## config.mk

```make
export PLATFORM = sky130hd
export DESIGN_NAME = scan_seq_ctrl
export DESIGN_NICKNAME = d
export VERILOG_FILES = /design/src/rtl/scan_pkg.sv /design/src/rtl/scan_edge_det.sv /design/src/rtl/scan_tick_src.sv /design/src/rtl/scan_hold_gen.sv /design/src/rtl/scan_seq_ctrl.sv
export SDC_FILE = /design/constraint.sdc
export NUM_CORES = 1
export LEC_CHECK = 0
export BUFFER_PORTS_ARGS = -buffer_cell sky130_fd_sc_hd__buf_2
export CAP_MARGIN = 20
export CORE_UTILIZATION = 25
export CTS_BUF_LIST = sky130_fd_sc_hd__clkbuf_8
export CTS_CLUSTER_DIAMETER = 80
export CTS_CLUSTER_SIZE = 40
export DETAILED_ROUTE_END_ITERATION = 8
export SYNTH_ARGS = -nofsm -noshare
export SYNTH_HDL_FRONTEND = slang
export SYNTH_SLANG_ARGS = --single-unit
export TNS_END_PERCENT = 30
```

## constraint.sdc

```tcl
create_clock -name clk -period 7.4 [get_ports clk]
set_clock_uncertainty 0.15 [all_clocks]
set_input_delay 0.37 -clock clk [delete_from_list [all_inputs] [get_ports clk]]
set_output_delay 0.37 -clock clk [all_outputs]
set_load 0.005 [all_outputs]
```

## src/rtl/scan_pkg.sv

```systemverilog
`timescale 1ns/1ps
package scan_pkg;
    typedef enum logic [1:0] {
        ST_IDLE  = 2'd0,
        ST_DELAY = 2'd1,
        ST_RUN   = 2'd2
    } scan_st_e;
endpackage

```

## src/rtl/scan_edge_det.sv

```systemverilog
`timescale 1ns/1ps
module scan_edge_det (
    input  logic clk,
    input  logic rst_n,
    input  logic sig,
    input  logic fall,
    output logic edge_o
);
    logic prev_d, prev_q;

    always_comb begin
        prev_d = sig;
        edge_o = fall ? (prev_q & ~sig) : (~prev_q & sig);
    end

    always_ff @(posedge clk or negedge rst_n) begin
        if (!rst_n) prev_q <= 1'b0;
        else        prev_q <= prev_d;
    end
endmodule

```

## src/rtl/scan_tick_src.sv

```systemverilog
`timescale 1ns/1ps
module scan_tick_src #(
    parameter int DIV_W = 16
) (
    input  logic             clk,
    input  logic             rst_n,
    input  logic             run,
    input  logic             tb_tick,
    input  logic             use_ext,
    input  logic             ext_sig,
    input  logic             ext_fall,
    input  logic [DIV_W-1:0] div,
    output logic             tick_o
);
    localparam logic [DIV_W-1:0] ONE = {{(DIV_W-1){1'b0}}, 1'b1};

    logic [DIV_W-1:0] cnt_d, cnt_q;
    logic [DIV_W-1:0] div_m1;
    logic             int_tick;
    logic             ext_edge;

    scan_edge_det u_edge (
        .clk   (clk),
        .rst_n (rst_n),
        .sig   (ext_sig),
        .fall  (ext_fall),
        .edge_o(ext_edge)
    );

    always_comb begin
        div_m1   = (div == '0) ? '0 : (div - ONE);
        cnt_d    = cnt_q;
        int_tick = 1'b0;
        if (!run) begin
            cnt_d = '0;
        end else if (tb_tick) begin
            if (cnt_q >= div_m1) begin
                int_tick = 1'b1;
                cnt_d    = '0;
            end else begin
                cnt_d = cnt_q + ONE;
            end
        end
        tick_o = run & (use_ext ? ext_edge : int_tick);
    end

    always_ff @(posedge clk or negedge rst_n) begin
        if (!rst_n) cnt_q <= '0;
        else        cnt_q <= cnt_d;
    end
endmodule

```

## src/rtl/scan_hold_gen.sv

```systemverilog
`timescale 1ns/1ps
module scan_hold_gen #(
    parameter int LAT = 3
) (
    input  logic clk,
    input  logic rst_n,
    input  logic strobe,
    input  logic pol,
    output logic hold_o
);
    logic [LAT-1:0] sr_d, sr_q;

    generate
        if (LAT == 1) begin : g_one
            always_comb sr_d = strobe;
        end else begin : g_many
            always_comb sr_d = {sr_q[LAT-2:0], strobe};
        end
    endgenerate

    always_ff @(posedge clk or negedge rst_n) begin
        if (!rst_n) sr_q <= '0;
        else        sr_q <= sr_d;
    end

    assign hold_o = sr_q[LAT-1] ^ pol;
endmodule

```

## src/rtl/scan_seq_ctrl.sv

```systemverilog
`timescale 1ns/1ps
module scan_seq_ctrl #(
    parameter int DLY_W    = 16,
    parameter int CNT_W    = 16,
    parameter int CH_W     = 4,
    parameter int DIV_W    = 16,
    parameter int HOLD_LAT = 3
) (
    input  logic             clk,
    input  logic             rst_n,
    input  logic             cfg_we,
    input  logic [DLY_W-1:0] cfg_start_dly,
    input  logic [CNT_W-1:0] cfg_scan_num,
    input  logic [CNT_W-1:0] cfg_pre_num,
    input  logic [CH_W-1:0]  cfg_last_chan,
    input  logic             cfg_pretrig_en,
    input  logic             cfg_samp_ext,
    input  logic             cfg_conv_ext,
    input  logic             cfg_samp_fall,
    input  logic             cfg_conv_fall,
    input  logic [DIV_W-1:0] cfg_samp_div,
    input  logic [DIV_W-1:0] cfg_conv_div,
    input  logic             cfg_hold_pol,
    input  logic             start_sw,
    input  logic             start_hw,
    input  logic             ref_trig,
    input  logic             tb_tick,
    input  logic             samp_ext_in,
    input  logic             conv_ext_in,
    output logic             busy,
    output logic             start_pulse,
    output logic             samp_pulse,
    output logic             conv_strobe,
    output logic [CH_W-1:0]  chan_idx,
    output logic             hold_out,
    output logic             done,
    output logic             ref_early_err
);
    import scan_pkg::*;

    localparam logic [DLY_W-1:0] DLY_ONE = {{(DLY_W-1){1'b0}}, 1'b1};
    localparam logic [CNT_W-1:0] CNT_ONE = {{(CNT_W-1){1'b0}}, 1'b1};
    localparam logic [CH_W-1:0]  CH_ONE  = {{(CH_W-1){1'b0}}, 1'b1};

    typedef struct packed {
        logic [DLY_W-1:0] dly;
        logic [CNT_W-1:0] scans;
        logic [CNT_W-1:0] pre;
        logic [CH_W-1:0]  last;
        logic             pretrig;
        logic             samp_ext;
        logic             conv_ext;
        logic             samp_fall;
        logic             conv_fall;
        logic [DIV_W-1:0] samp_div;
        logic [DIV_W-1:0] conv_div;
        logic             hold_pol;
    } cfg_t;

    typedef struct packed {
        scan_st_e         st;
        cfg_t             cfg;
        logic [DLY_W-1:0] dly_cnt;
        logic             in_scan;
        logic [CH_W-1:0]  ch;
        logic [CNT_W-1:0] scan_cnt;
        logic             post;
        logic             ref_err;
        logic             start_pls;
        logic             samp_pls;
        logic             conv_pls;
        logic [CH_W-1:0]  chan_q;
        logic             done_pls;
    } seq_t;

    seq_t d, q;
    cfg_t cfg_in;

    logic hw_edge, ref_edge, start_evt;
    logic samp_tick, conv_tick;
    logic begin_scan, finish_scan, final_scan;
    logic [CNT_W:0] scan_nxt;

    // Edge detection of the start and reference inputs
    scan_edge_det u_start_edge (
        .clk(clk), .rst_n(rst_n), .sig(start_hw), .fall(1'b0), .edge_o(hw_edge)
    );
    scan_edge_det u_ref_edge (
        .clk(clk), .rst_n(rst_n), .sig(ref_trig), .fall(1'b0), .edge_o(ref_edge)
    );

    // Sample clock runs for the whole acquisition, convert clock only inside a scan
    scan_tick_src #(.DIV_W(DIV_W)) u_samp_src (
        .clk     (clk),
        .rst_n   (rst_n),
        .run     (q.st == ST_RUN),
        .tb_tick (tb_tick),
        .use_ext (q.cfg.samp_ext),
        .ext_sig (samp_ext_in),
        .ext_fall(q.cfg.samp_fall),
        .div     (q.cfg.samp_div),
        .tick_o  (samp_tick)
    );
    scan_tick_src #(.DIV_W(DIV_W)) u_conv_src (
        .clk     (clk),
        .rst_n   (rst_n),
        .run     (q.in_scan),
        .tb_tick (tb_tick),
        .use_ext (q.cfg.conv_ext),
        .ext_sig (conv_ext_in),
        .ext_fall(q.cfg.conv_fall),
        .div     (q.cfg.conv_div),
        .tick_o  (conv_tick)
    );

    scan_hold_gen #(.LAT(HOLD_LAT)) u_hold (
        .clk   (clk),
        .rst_n (rst_n),
        .strobe(q.conv_pls),
        .pol   (q.cfg.hold_pol),
        .hold_o(hold_out)
    );

    always_comb begin
        cfg_in.dly       = cfg_start_dly;
        cfg_in.scans     = cfg_scan_num;
        cfg_in.pre       = cfg_pre_num;
        cfg_in.last      = cfg_last_chan;
        cfg_in.pretrig   = cfg_pretrig_en;
        cfg_in.samp_ext  = cfg_samp_ext;
        cfg_in.conv_ext  = cfg_conv_ext;
        cfg_in.samp_fall = cfg_samp_fall;
        cfg_in.conv_fall = cfg_conv_fall;
        cfg_in.samp_div  = cfg_samp_div;
        cfg_in.conv_div  = cfg_conv_div;
        cfg_in.hold_pol  = cfg_hold_pol;
    end

    assign start_evt = start_sw | hw_edge;
    assign scan_nxt  = {1'b0, q.scan_cnt} + {{CNT_W{1'b0}}, 1'b1};

    always_comb begin
        d             = q;
        d.start_pls   = 1'b0;
        d.samp_pls    = 1'b0;
        d.conv_pls    = 1'b0;
        d.done_pls    = 1'b0;
        begin_scan    = 1'b0;
        finish_scan   = 1'b0;
        final_scan    = 1'b0;

        if (cfg_we && (q.st == ST_IDLE)) d.cfg = cfg_in;

        unique case (q.st)
            ST_IDLE: begin
                if (start_evt) begin
                    d.st        = ST_DELAY;
                    d.dly_cnt   = '0;
                    d.scan_cnt  = '0;
                    d.post      = 1'b0;
                    d.ref_err   = 1'b0;
                    d.in_scan   = 1'b0;
                    d.start_pls = 1'b1;
                end
            end
            ST_DELAY: begin
                if (q.dly_cnt >= q.cfg.dly) begin
                    begin_scan = 1'b1;
                end else if (tb_tick) begin
                    d.dly_cnt = q.dly_cnt + DLY_ONE;
                end
            end
            ST_RUN: begin
                if (conv_tick && q.in_scan) begin
                    d.conv_pls = 1'b1;
                    d.chan_q   = q.ch;
                    if (q.ch == q.cfg.last) begin
                        finish_scan = 1'b1;
                        d.in_scan   = 1'b0;
                    end else begin
                        d.ch = q.ch + CH_ONE;
                    end
                end else if (samp_tick && !q.in_scan) begin
                    begin_scan = 1'b1;
                end

                if (finish_scan && (q.scan_cnt != '1)) d.scan_cnt = q.scan_cnt + CNT_ONE;

                // Reference trigger closes the pretrigger phase once enough scans exist
                if (ref_edge && q.cfg.pretrig && !q.post) begin
                    if (q.scan_cnt >= q.cfg.pre) begin
                        d.post     = 1'b1;
                        d.scan_cnt = '0;
                    end else begin
                        d.ref_err = 1'b1;
                    end
                end

                if (finish_scan && (!q.cfg.pretrig || q.post) &&
                    (scan_nxt >= {1'b0, q.cfg.scans})) begin
                    final_scan = 1'b1;
                end
                if (final_scan) begin
                    d.st       = ST_IDLE;
                    d.done_pls = 1'b1;
                end
            end
            default: d.st = ST_IDLE;
        endcase

        if (begin_scan) begin
            d.st       = ST_RUN;
            d.in_scan  = 1'b1;
            d.ch       = '0;
            d.samp_pls = 1'b1;
        end
    end

    always_ff @(posedge clk or negedge rst_n) begin
        if (!rst_n) q <= '0;
        else        q <= d;
    end

    assign busy          = (q.st != ST_IDLE);
    assign start_pulse   = q.start_pls;
    assign samp_pulse    = q.samp_pls;
    assign conv_strobe   = q.conv_pls;
    assign chan_idx      = q.chan_q;
    assign done          = q.done_pls;
    assign ref_early_err = q.ref_err;
endmodule

```

==> impl_metrics.csv <==
group,metric,value,unit
outcome,outcome,"complete, no violations",
pwr,p_leak,6.03,nW
placed_design,dp.final_hpwl,19.7,mm
worst_hold_path,hold_path.class,"input port to asynchronous set/reset pin",
setup_path,critical_path_class,"flip-flop to flip-flop",
die,dieWidth,209,um
route,route.detailed.drc,0,
route,wl_per_cell,14.9,um
setup_path,ff2ff_path_depth,13,
logic_synthesis,synth_edf_count,0,
cts,clkSinkCount,178,
logic_synthesis,synth-warning-count,0,
logic_synthesis,synth_fp_nets,1280,
setup_path,crit_path_start_kind,"flip-flop",
finish,num-fill-cells,4293,
pwr,peakVddDrop,0.000113,V
logic_synthesis,synthCells,1089,
logic_synthesis,synth_cell_types,58,
timing,period_share,64.4,%
cts,numCtsBuffers,17,
grt,grt_max_degree,75,
logic_synthesis,netlist_area,10700,sq um
logic_synthesis,syn_area_per_cell,9.80,sq um
placed_design,io_buffers,109,
die,die-area,43500,sq um
finish,drive_above_1_share,19.4,%
grt,grt_pass1_vias,9032,
grt,antenna_found_initial,2,
route,drt_iter0_drc,347,
route,drt.antenna.violating_nets,0,
timing,hold_viol_final,0,
timing,whs,0.203,ns
timing,fmax,210,MHz
setup_path,r2r_slack,2.64,ns
finish,diodes,0,
cts,clk_pin_slew_worst_paths,0.10,ns
grt,grt_usage,13.0,%
timing,rsz0062_at_grt,"false",
setup_path,cp-end-kind,"flip-flop",
grt,grt_overflow_total,0,
cts,cts_tree,"done",
cts,cts_buffer_depth,2,
route,num_vias,8658,
setup_path,worst_r2r_startpoint,"q[54]$_DFFE_PN0P_",
grt,grt_pass1_wl,45.2,mm
cts,clkLatencyLatePin,0.51,ns
timing,tns,0,ns
logic_synthesis,synthFlopType,"dfrtp_1",
cts,cts_max_level,4,
cts,root_buffer,"clkbuf_8",
setup_path,worst-path-max-fanout,17,
setup_path,cp.arrival,5.00,ns
logic_synthesis,async_flop_share,100,%
timing,worst_pin_slew,0.953,ns
die,die_h,209,um
flow_run,cap_violations,0,
cts,cts_resized,0,
setup_path,r2r-end,"chan_idx[0]$_DFFE_PN0P_",
timing,post-route-min-period,4.76,ns
timing,slew-limit-headroom,36.5,%
die,rows,75,
route,vias_per_cell,4.73,
die,core,42000,sq um
cts,post_cts.repair.setup_buffers,0,
die,start_util,25.4,%
logic_synthesis,ys_seq_area_share,41.7,%
cts,ctsHoldBuffers,95,
finish,layout.nets,1470,
timing,setup_violations,0,
setup_path,required,7.64,ns
die,ioPinCount,110,
pwr,power_density,264,nW/um^2
finish,syn_to_final_growth,23.6,%
timing,slew_viol_final,0,
route,drtPass1Iterations,4,
logic_synthesis,yosys_register_bits,178,
route,wirelength,27.2,mm
placed_design,gp_congestion,0.845,
cell families (layout without fill, tap and decap cells):
group	count (synthesis)	after routing	share of synthesized area [%]
AOI/OAI and AO/OA	199	199	12.0
DFF	178	178	41.7
and+or+nand+nor	361	361	17.0
buffers and inverters	112	314	4.15
muxes	98	98	10.3
xor gates and xnor gates	49	49	4.02
adders and majority gates	92	92	10.8
critical path, stage by stage, from the launching register on:
cell      delay, ns
dfrtp_1        0.43
nor4_1         0.70
nand3_1        0.31
nor4_1         0.29
xor2_1         0.17
nand2_1        0.07
ha_1           0.34
nand4_2        0.11
nor4_1         0.32
a32oi_1        0.22
a211oi_4       0.47
nor2_2         0.23
nor2_1         0.43
mux2_2         0.39
through the flow:
stage          instances  util (%)  total power [mW]  setup slack, ns  instance area (sq um)
6_report            1830      31.4              3.48             2.64                  13200
5_1_grt             1830      31.4              3.76             2.24                  13200
4_1_cts             1829      31.3              3.53             2.34                  13200
3_5_place_dp        1703      28.0              2.69             2.38                  11800
3_3_place_gp        1702      28.0              2.64             2.50                  11800
2_1_floorplan       1089         -              2.32             3.49                  10700
sequential cells by signal (all words and copies together) (netlist names), 3 cells and up:
name / cells
q: 130
u_hold.sr_q: 3
u_samp_src.cnt_q: 16
u_conv_src.cnt_q: 16
chan_idx: 4
cell usage after synthesis, types with 14 or more instances:
cell / count / area, sq um
nand3_1: 33 / 165
dfrtp_1: 178 / 4450
and3_1: 14 / 87.6
nand2_1: 126 / 473
ha_1: 92 / 1150
o211ai_1: 24 / 180
xnor2_1: 22 / 193
inv_1: 70 / 263
clkbuf_1: 33 / 124
a21oi_1: 39 / 195
nor3_1: 14 / 70.1
o31ai_1: 18 / 135
nand2b_1: 23 / 144
nor4_1: 16 / 100
mux2_2: 94 / 1060
nand4_1: 15 / 93.8
nor2_1: 55 / 206
xor2_1: 27 / 236
or4_1: 24 / 180
o21ai_0: 66 / 330
worst max path at each step:
stage | from | endpoint | slack, ns | cells past startpoint
3_5_place_dp | q[56]$_DFFE_PN0P_ | u_conv_src.cnt_q[15]$_DFFE_PN0P_ | 2.38 | 11
5_1_grt | q[54]$_DFFE_PN0P_ | chan_idx[0]$_DFFE_PN0P_ | 2.24 | 13
2_1_floorplan | q[56]$_DFFE_PN0P_ | q[23]$_DFFE_PN0P_ | 3.49 | 14
4_1_cts | q[56]$_DFFE_PN0P_ | u_conv_src.cnt_q[15]$_DFFE_PN0P_ | 2.34 | 11
6_report | q[54]$_DFFE_PN0P_ | chan_idx[0]$_DFFE_PN0P_ | 2.64 | 13
3_3_place_gp | q[56]$_DFFE_PN0P_ | u_conv_src.cnt_q[15]$_DFFE_PN0P_ | 2.50 | 11
routing by layer:
| metal | track usage (%) | vias up | wire (um) |
|---|---|---|---|
| met5 | 0 | - | 13 |
| met4 | 4.92 | 2 | 639 |
| met3 | 2.69 | 39 | 804 |
| met2 | 22.6 | 116 | 13500 |
| met1 | 15.8 | 4201 | 12300 |
| li1 | - | 4300 | - |
layout make-up:
type / instances / area (sq um) / share of cell area, %
clock buffers: 17 / 234 / 1.77
repair buffers: 213 / 1580 / 11.9
flip-flops and latches: 178 / 4450 / 33.8
well taps: 539 / 674 / 5.11
inverters: 70 / 263 / 1.99
multi-input cells: 799 / 5780 / 43.8
clock inverters: 14 / 210 / 1.59
cell usage in the layout (no fill, tap or decap), drive strengths merged, types with 18 or more instances in the layout:
cell	count
nor2	56
a21oi	39
dlygate4sd3	95
buf	118
or4	24
ha	92
o211ai	24
xnor2	22
nand2	126
nand3	33
dfrtp	178
o31ai	18
xor2	27
inv	74
mux2	94
o21ai	68
nand2b	23
where the power goes:
part / switching [mW] / internal, mW
combinational: 0.626 / 0.615
sequential: 0.226 / 1.24
clock: 0.378 / 0.399
total: 1.23 / 2.25
No activity file was read; power rests on OpenSTA's default activity.
